--- src/rtl/tw_pkg.sv ---
package tw_pkg;
  localparam int HASH_STAGES = 6;
  localparam int WORD_W = 32;

  typedef logic [WORD_W-1:0] word_t;

  typedef enum logic [1:0] {ST_IDLE, ST_ISSUE, ST_DRAIN, ST_FIN} walk_st_e;

  // one step of the six-step word mix; k selects the step
  function automatic word_t mix_step(input int k, input word_t a);
    word_t r;
    case (k)
      0:       r = (a + 32'h7ED55D16) + (a << 12);
      1:       r = (a ^ 32'hC761C23C) ^ (a >> 19);
      2:       r = (a + 32'h165667B1) + (a << 5);
      3:       r = (a + 32'hD3A2646C) ^ (a << 9);
      4:       r = (a + 32'hFD7046C5) + (a << 3);
      default: r = (a ^ 32'hB55A4F09) ^ (a >> 16);
    endcase
    return r;
  endfunction
endpackage

--- src/rtl/tw_ram.sv ---
module tw_ram #(
  parameter int AW = 4,
  parameter int DW = 32
) (
  input  logic          clk,
  input  logic          we,
  input  logic [AW-1:0] waddr,
  input  logic [DW-1:0] wdata,
  input  logic [AW-1:0] raddr,
  output logic [DW-1:0] rdata
);
  localparam int DEPTH = 1 << AW;

  logic [DW-1:0] mem [DEPTH];

  always_ff @(posedge clk) begin
    if (we) mem[waddr] <= wdata;
    rdata <= mem[raddr];
  end
endmodule

--- src/rtl/tw_hash_pipe.sv ---
module tw_hash_pipe #(
  parameter int TAG_W = 10
) (
  input  logic              clk,
  input  logic              rst,
  input  logic              in_v,
  input  logic [TAG_W-1:0]  in_tag,
  input  tw_pkg::word_t     in_word,
  output logic              out_v,
  output logic [TAG_W-1:0]  out_tag,
  output tw_pkg::word_t     out_word
);
  import tw_pkg::*;

  logic [HASH_STAGES-1:0] v_q;
  word_t                  w_q [HASH_STAGES];
  logic [TAG_W-1:0]       t_q [HASH_STAGES];

  always_ff @(posedge clk) begin
    if (rst) v_q <= '0;
    else     v_q <= {v_q[HASH_STAGES-2:0], in_v};
  end

  always_ff @(posedge clk) begin
    w_q[0] <= mix_step(0, in_word);
    t_q[0] <= in_tag;
    for (int k = 1; k < HASH_STAGES; k++) begin
      w_q[k] <= mix_step(k, w_q[k-1]);
      t_q[k] <= t_q[k-1];
    end
  end

  assign out_v    = v_q[HASH_STAGES-1];
  assign out_tag  = t_q[HASH_STAGES-1];
  assign out_word = w_q[HASH_STAGES-1];
endmodule

--- src/rtl/tw_walk_top.sv ---
module tw_walk_top #(
  parameter int MAX_H   = 5,
  parameter int WALK_AW = 4,
  parameter int ROUND_W = 8,
  localparam int NODE_AW = MAX_H + 1,
  localparam int HGT_W   = $clog2(MAX_H + 1),
  localparam int BATCH_W = WALK_AW + 1
) (
  input  logic               clk,
  input  logic               rst,
  input  logic               node_we,
  input  logic [NODE_AW-1:0] node_waddr,
  input  logic [31:0]        node_wdata,
  input  logic               word_we,
  input  logic [WALK_AW-1:0] word_waddr,
  input  logic [31:0]        word_wdata,
  input  logic               start,
  input  logic [ROUND_W-1:0] cfg_rounds,
  input  logic [BATCH_W-1:0] cfg_batch,
  input  logic [HGT_W-1:0]   cfg_height,
  output logic               busy,
  output logic               done,
  input  logic [WALK_AW-1:0] rd_addr,
  output logic [NODE_AW-1:0] rd_pos,
  output logic [31:0]        rd_word
);
  import tw_pkg::*;

  localparam int NCNT_W = NODE_AW + 1;
  localparam int TAG_W  = WALK_AW + NODE_AW;
  localparam int INF_W  = $clog2(HASH_STAGES + 4);

  walk_st_e           st;
  logic [ROUND_W-1:0] rounds_q, rnd_q;
  logic [BATCH_W-1:0] batch_q;
  logic [HGT_W-1:0]   hgt_q;
  logic [WALK_AW-1:0] wk_q;
  logic               first_q, done_q;
  logic [INF_W-1:0]   inflight_q;
  logic               issue;

  // pipeline registers
  logic               s1_v, s2_v;
  logic [WALK_AW-1:0] s1_w, s2_w;
  logic [NODE_AW-1:0] s2_pos;
  word_t              s2_word;

  // RAM ports
  logic [WALK_AW-1:0] wk_raddr;
  logic [NODE_AW-1:0] pos_rdata, pos_cur;
  word_t              word_rdata, node_rdata;
  logic               wb_v;
  logic [TAG_W-1:0]   wb_tag;
  logic [WALK_AW-1:0] wb_w;
  logic [NODE_AW-1:0] wb_pos, nxt_pos;
  word_t              wb_word;
  logic [NCNT_W-1:0]  nxt_raw, node_cnt;
  logic               wword_we;
  logic [WALK_AW-1:0] wword_addr;
  word_t              wword_data;

  assign busy     = (st != ST_IDLE);
  assign done     = done_q;
  assign issue    = (st == ST_ISSUE);
  assign wk_raddr = busy ? wk_q : rd_addr;
  assign pos_cur  = first_q ? '0 : pos_rdata;

  // ---- control ----
  always_ff @(posedge clk) begin
    if (rst) begin
      st      <= ST_IDLE;
      done_q  <= 1'b0;
      wk_q    <= '0;
      rnd_q   <= '0;
      first_q <= 1'b0;
    end else begin
      done_q <= 1'b0;
      case (st)
        ST_IDLE: if (start) begin
          rounds_q <= cfg_rounds;
          batch_q  <= cfg_batch;
          hgt_q    <= cfg_height;
          wk_q     <= '0;
          rnd_q    <= '0;
          first_q  <= 1'b1;
          st <= (cfg_rounds == '0 || cfg_batch == '0) ? ST_FIN : ST_ISSUE;
        end
        ST_ISSUE: begin
          if ({1'b0, wk_q} == batch_q - BATCH_W'(1)) st <= ST_DRAIN;
          else wk_q <= wk_q + 1'b1;
        end
        ST_DRAIN: if (inflight_q == '0) begin
          if (rnd_q == rounds_q - ROUND_W'(1)) st <= ST_FIN;
          else begin
            rnd_q   <= rnd_q + 1'b1;
            wk_q    <= '0;
            first_q <= 1'b0;
            st      <= ST_ISSUE;
          end
        end
        default: begin
          done_q <= 1'b1;
          st     <= ST_IDLE;
        end
      endcase
    end
  end

  always_ff @(posedge clk) begin
    if (rst) inflight_q <= '0;
    else if (issue && !wb_v) inflight_q <= inflight_q + 1'b1;
    else if (!issue && wb_v) inflight_q <= inflight_q - 1'b1;
  end

  // ---- front of pipeline: walker state, then node word ----
  always_ff @(posedge clk) begin
    if (rst) begin
      s1_v <= 1'b0;
      s2_v <= 1'b0;
    end else begin
      s1_v <= issue;
      s2_v <= s1_v;
    end
    s1_w    <= wk_q;
    s2_w    <= s1_w;
    s2_pos  <= pos_cur;
    s2_word <= word_rdata;
  end

  tw_ram #(.AW(NODE_AW), .DW(32)) u_node_ram (
    .clk(clk), .we(node_we && !busy), .waddr(node_waddr), .wdata(node_wdata),
    .raddr(pos_cur), .rdata(node_rdata)
  );

  tw_hash_pipe #(.TAG_W(TAG_W)) u_mix (
    .clk(clk), .rst(rst), .in_v(s2_v), .in_tag({s2_w, s2_pos}),
    .in_word(s2_word ^ node_rdata),
    .out_v(wb_v), .out_tag(wb_tag), .out_word(wb_word)
  );

  // ---- write-back: child choice and wrap ----
  assign wb_w     = wb_tag[TAG_W-1:NODE_AW];
  assign wb_pos   = wb_tag[NODE_AW-1:0];
  assign nxt_raw  = {wb_pos, 1'b0} + (wb_word[0] ? NCNT_W'(2) : NCNT_W'(1));
  assign node_cnt = (NCNT_W'(1) << ({1'b0, hgt_q} + 1'b1)) - NCNT_W'(1);
  assign nxt_pos  = (nxt_raw >= node_cnt) ? '0 : nxt_raw[NODE_AW-1:0];

  assign wword_we   = wb_v || (word_we && !busy);
  assign wword_addr = wb_v ? wb_w : word_waddr;
  assign wword_data = wb_v ? wb_word : word_wdata;

  tw_ram #(.AW(WALK_AW), .DW(NODE_AW)) u_pos_ram (
    .clk(clk), .we(wb_v), .waddr(wb_w), .wdata(nxt_pos),
    .raddr(wk_raddr), .rdata(pos_rdata)
  );

  tw_ram #(.AW(WALK_AW), .DW(32)) u_word_ram (
    .clk(clk), .we(wword_we), .waddr(wword_addr), .wdata(wword_data),
    .raddr(wk_raddr), .rdata(word_rdata)
  );

  assign rd_pos  = pos_rdata;
  assign rd_word = word_rdata;
endmodule

--- config.mk ---
export PLATFORM = sky130hd
export DESIGN_NAME = tw_walk_top
export DESIGN_NICKNAME = d
export VERILOG_FILES = /design/src/rtl/tw_pkg.sv /design/src/rtl/tw_ram.sv /design/src/rtl/tw_hash_pipe.sv /design/src/rtl/tw_walk_top.sv
export SDC_FILE = /design/constraint.sdc
export NUM_CORES = 2
export LEC_CHECK = 0
export ABC_AREA = 1
export CAP_MARGIN = 20
export CORE_MARGIN = 5
export CORE_UTILIZATION = 65
export CTS_CLUSTER_DIAMETER = 150
export DETAILED_ROUTE_END_ITERATION = 10
export DONT_BUFFER_PORTS = 1
export PLACE_DENSITY = 0.8
export SLEW_MARGIN = 20
export SYNTH_ARGS = -nofsm -noshare
export SYNTH_HDL_FRONTEND = slang
export SYNTH_SLANG_ARGS = --single-unit
--- constraint.sdc ---
create_clock -name clk -period 5.4 [get_ports clk]
set_clock_uncertainty 0.2 [all_clocks]
set_input_delay 0.54 -clock clk [delete_from_list [all_inputs] [get_ports clk]]
set_output_delay 0.54 -clock clk [all_outputs]
set_load 0.02 [all_outputs]
==> flow_summary.toml <==
[run_status]
status = "complete, no violations"

[sta]
rsz0062_at_grt = "no"
slew_headroom_pct = 21.0
fin_crit_sh_pct = 82.3
hold_slack_ns = 0.0400
slew_viol_final = 0
min_period_ns = 4.44
finalSetupTns_ns = 0
fin_ws_ns = 0.958
worstMarginPinSlew_ns = 1.18
finalSetupViolCount = 0
final_hold_viol_count = 0
fmax_mhz = 225

[drt]
via_per_inst = 6.78
ant_nets = 0
vias = 83400
avgRoutedWirePerCell_um = 28.1
drtIter0Drc = 14300
drt_wl_total_mm = 345
first_pass_iters = 7
drc = 0

[cts]
cts_buffers = 307
root_buffer = "clkbuf_16"
clkSlewWorstSetupHoldPaths_ns = 0.06
htreeDepth = 5
clk_latency_ns = 0.95
post_cts_buffers = 0
clock-sinks = 3068
cts_tree = "done"
clock_path_buffers = 4

[synth]
synth_cell_types = 52
syn_inst = 9543
ys.flop_type = "edfxtp_1"
synth_top_area_cell = "edfxtp_1"
synth-seq-cells = 3068
syn_area_mm2 = 0.122
synth_edf_count = 2672
synth_top_area_share_pct = 65.9
synth_area_leaders = "edfxtp_1 66%, dfxtp_1 6.5%, nor2_1 5.2%, o21ai_0 5.1%, o221ai_1 2.7%"
syn_avg_cell_area_um2 = 12.8
ys_seq_area_share_pct = 72.4
yosysWarnings = 0
ys_async_sr_fraction_pct = 0

[cells_and_area]
multi_input_area_mm2 = 0.0304
register_area_mm2 = 0.0882
drive_gt1_share_pct = 8.16
utilization_pct = 73.3
design_area_mm2 = 0.136
area_growth_pct = 12.0
nFillCells = 11000
nNetsFinal = 9863
fin_cells = 12300

[critical_path]
r2r_end = "u_node_ram.mem[29][31]$_DFFE_PP_"
crit_path_start_kind = "register"
end_kind = "register"
cp_max_fo = 20
crit_required_ns = 5.84
critPathArrivalTime_ns = 4.88
startpoint = "st[1]$_SDFFE_PP0P_"
r2r-start = "st[1]$_SDFFE_PP0P_"
r2r_cells = 9
critPathKind = "register to register"
r2r_slack_ns = 0.96
endpoint = "u_node_ram.mem[29][31]$_DFFE_PP_"

[pwr]
power_density_mw_per_mm2 = 582
total_power_mw = 79.4
ir_worst_vdd_v = 0.000583
p_leak_nw = 45.9

[global_routing]
grt_pass1_wl_mm = 505
overflow = 0
antenna_found_initial = 22
grt_max_degree = 212
grt_pass1_vias = 80800
grt_usage_pct = 34.2

[floorplan]
die_h_um = 443
fp.dieW_um = 443
io_pins = 139
core_area_mm2 = 0.186
num_rows = 158
initial_utilization_pct = 65.5
fp.dieArea_mm2 = 0.196

[job]
max_cap_viol_count = 0

[placed_design]
place_area_mm2 = 0.125
port_buffers = 0
gp_congestion = 0.910
dp.cells = 11700
place.detailed.hpwl_mm = 193
pre_cts_ws_ns = 1.10

[worst_hold_path]
worstHoldPathType = "input pin to register"
cell families after synthesis:
kind of cell / after synthesis / synth area share [%]
AO/OA/AOI/OAI: 2411 / 11.9
XOR/XNOR: 218 / 1.59
adder cells (fa/ha/maj): 180 / 1.86
buffers and inverters: 938 / 3.16
flip-flops: 3068 / 72.4
other: 1 / 0.00308
AND/OR/NAND/NOR: 2727 / 9.03
worst max-delay path, stage by stage, from the launching register on:
cell and delay [ns]:
dfxtp_1 0.36, nor2_2 0.12, buf_4 0.24, inv_1 0.37
nor2_1 0.60, nand4_1 0.18, dlygate4sd3_1 0.63, buf_4 0.22
nor2_4 0.89, buf_4 0.33
layout make-up:
cell class / count / share of cell area, %
Tap cell: 2480 / 2.28
Inverter: 358 / 1.01
Antenna cell: 24 / 0.0441
Clock inverter: 133 / 0.784
Sequential cell: 3068 / 64.7
Multi-Input combinational cell: 5538 / 22.3
Clock buffer: 396 / 6.18
Timing Repair Buffer: 311 / 2.71
what timing repair did:
item | CTS | global route
endpoints found under the hold margin | 2130 | 0
resized for setup | 0 | 0
hold buffers | 90 | 0
synthesized netlist by cell type (2+ instances only):
cell and count:
clkbuf_1 330, nor3b_1 2, o211ai_1 284, inv_2 8
nand3b_1 5, dfxtp_1 396, a21oi_1 146, nor3_1 31
nand4_1 36, xnor2_1 77, ha_1 178, inv_1 348
a21o_1 4, a211oi_1 3, o22ai_1 169, o21bai_1 7
nor4_1 5, o21ai_0 1230, o21ai_1 167, or2_2 4
a31oi_1 6, nor2_1 1697, a21boi_0 3, clkbuf_2 4
buf_6 2, o221ai_1 377, o2111ai_1 2, edfxtp_1 2672
nand2_1 503, o21a_1 8, fa_1 2, nand2_2 4
buf_4 11, buf_2 207, xor2_1 139, nand3_1 435
buf_1 26
how the worst min path moves through the flow:
stage | start | to | cells past startpoint
after floorplan | s1_w[0]$_DFF_P_ | s2_w[0]$_DFF_P_ | 0
after global placement | s2_pos[4]$_DFF_P_ | u_mix.t_q[0][4]$_DFF_P_ | 0
after detailed placement | u_mix.t_q[0][6]$_DFF_P_ | u_mix.t_q[1][6]$_DFF_P_ | 0
after CTS | word_wdata[11] | u_word_ram.mem[9][11]$_DFFE_PP_ | 2
after global routing | cfg_batch[1] | batch_q[1]$_DFFE_PP_ | 1
final | word_wdata[20] | u_word_ram.mem[0][20]$_DFFE_PP_ | 2
state kept, by name, indices dropped and copies added (netlist names):
signal,count
rounds_q,8
rnd_q,8
st,2
u_word_ram.mem,512
hgt_q,3
u_mix.w_q,192
s1_v,1
s1_w,4
done,1
batch_q,5
s2_pos,6
u_pos_ram.rdata,6
wk_q,4
u_word_ram.rdata,32
inflight_q,4
u_node_ram.mem,2048
s2_v,1
first_q,1
u_pos_ram.mem,96
s2_w,4
u_mix.v_q,6
u_mix.t_q,60
s2_word,32
u_node_ram.rdata,32
metal layers:
metal	vias to the layer above	wire (um)	share of wire, %	global-route usage (%)
met2	6744	162000	47	54.7
met4	8	22600	6.5	19.4
li1	35300	-	-	-
met1	40000	114000	33	43.9
met5	-	71	0.021	0
met3	1339	46600	13	7.61
placed cells by master, fill, tap and decap left out, types with 81 or more instances in the layout:
master,count
nor2_4,81
o211ai_1,284
inv_1,344
o221ai_1,377
buf_4,177
xor2_1,139
nor2_1,1613
ha_1,178
nand3_1,435
o22ai_1,169
o21ai_1,167
nand2_1,500
dfxtp_1,396
edfxtp_1,2672
o21ai_0,1228
clkbuf_16,319
a21oi_1,146
where the power goes:
group | total, mW | internal (mW) | leakage [nW] | switching [mW]
clock | 20.5 | 11.7 | 4.66 | 8.75
sequential | 29.4 | 27.7 | 27.4 | 1.66
combinational | 29.5 | 9.26 | 13.9 | 20.2
total | 79.4 | 48.7 | 45.9 | 30.7
Power figures use the tool's default switching activity.
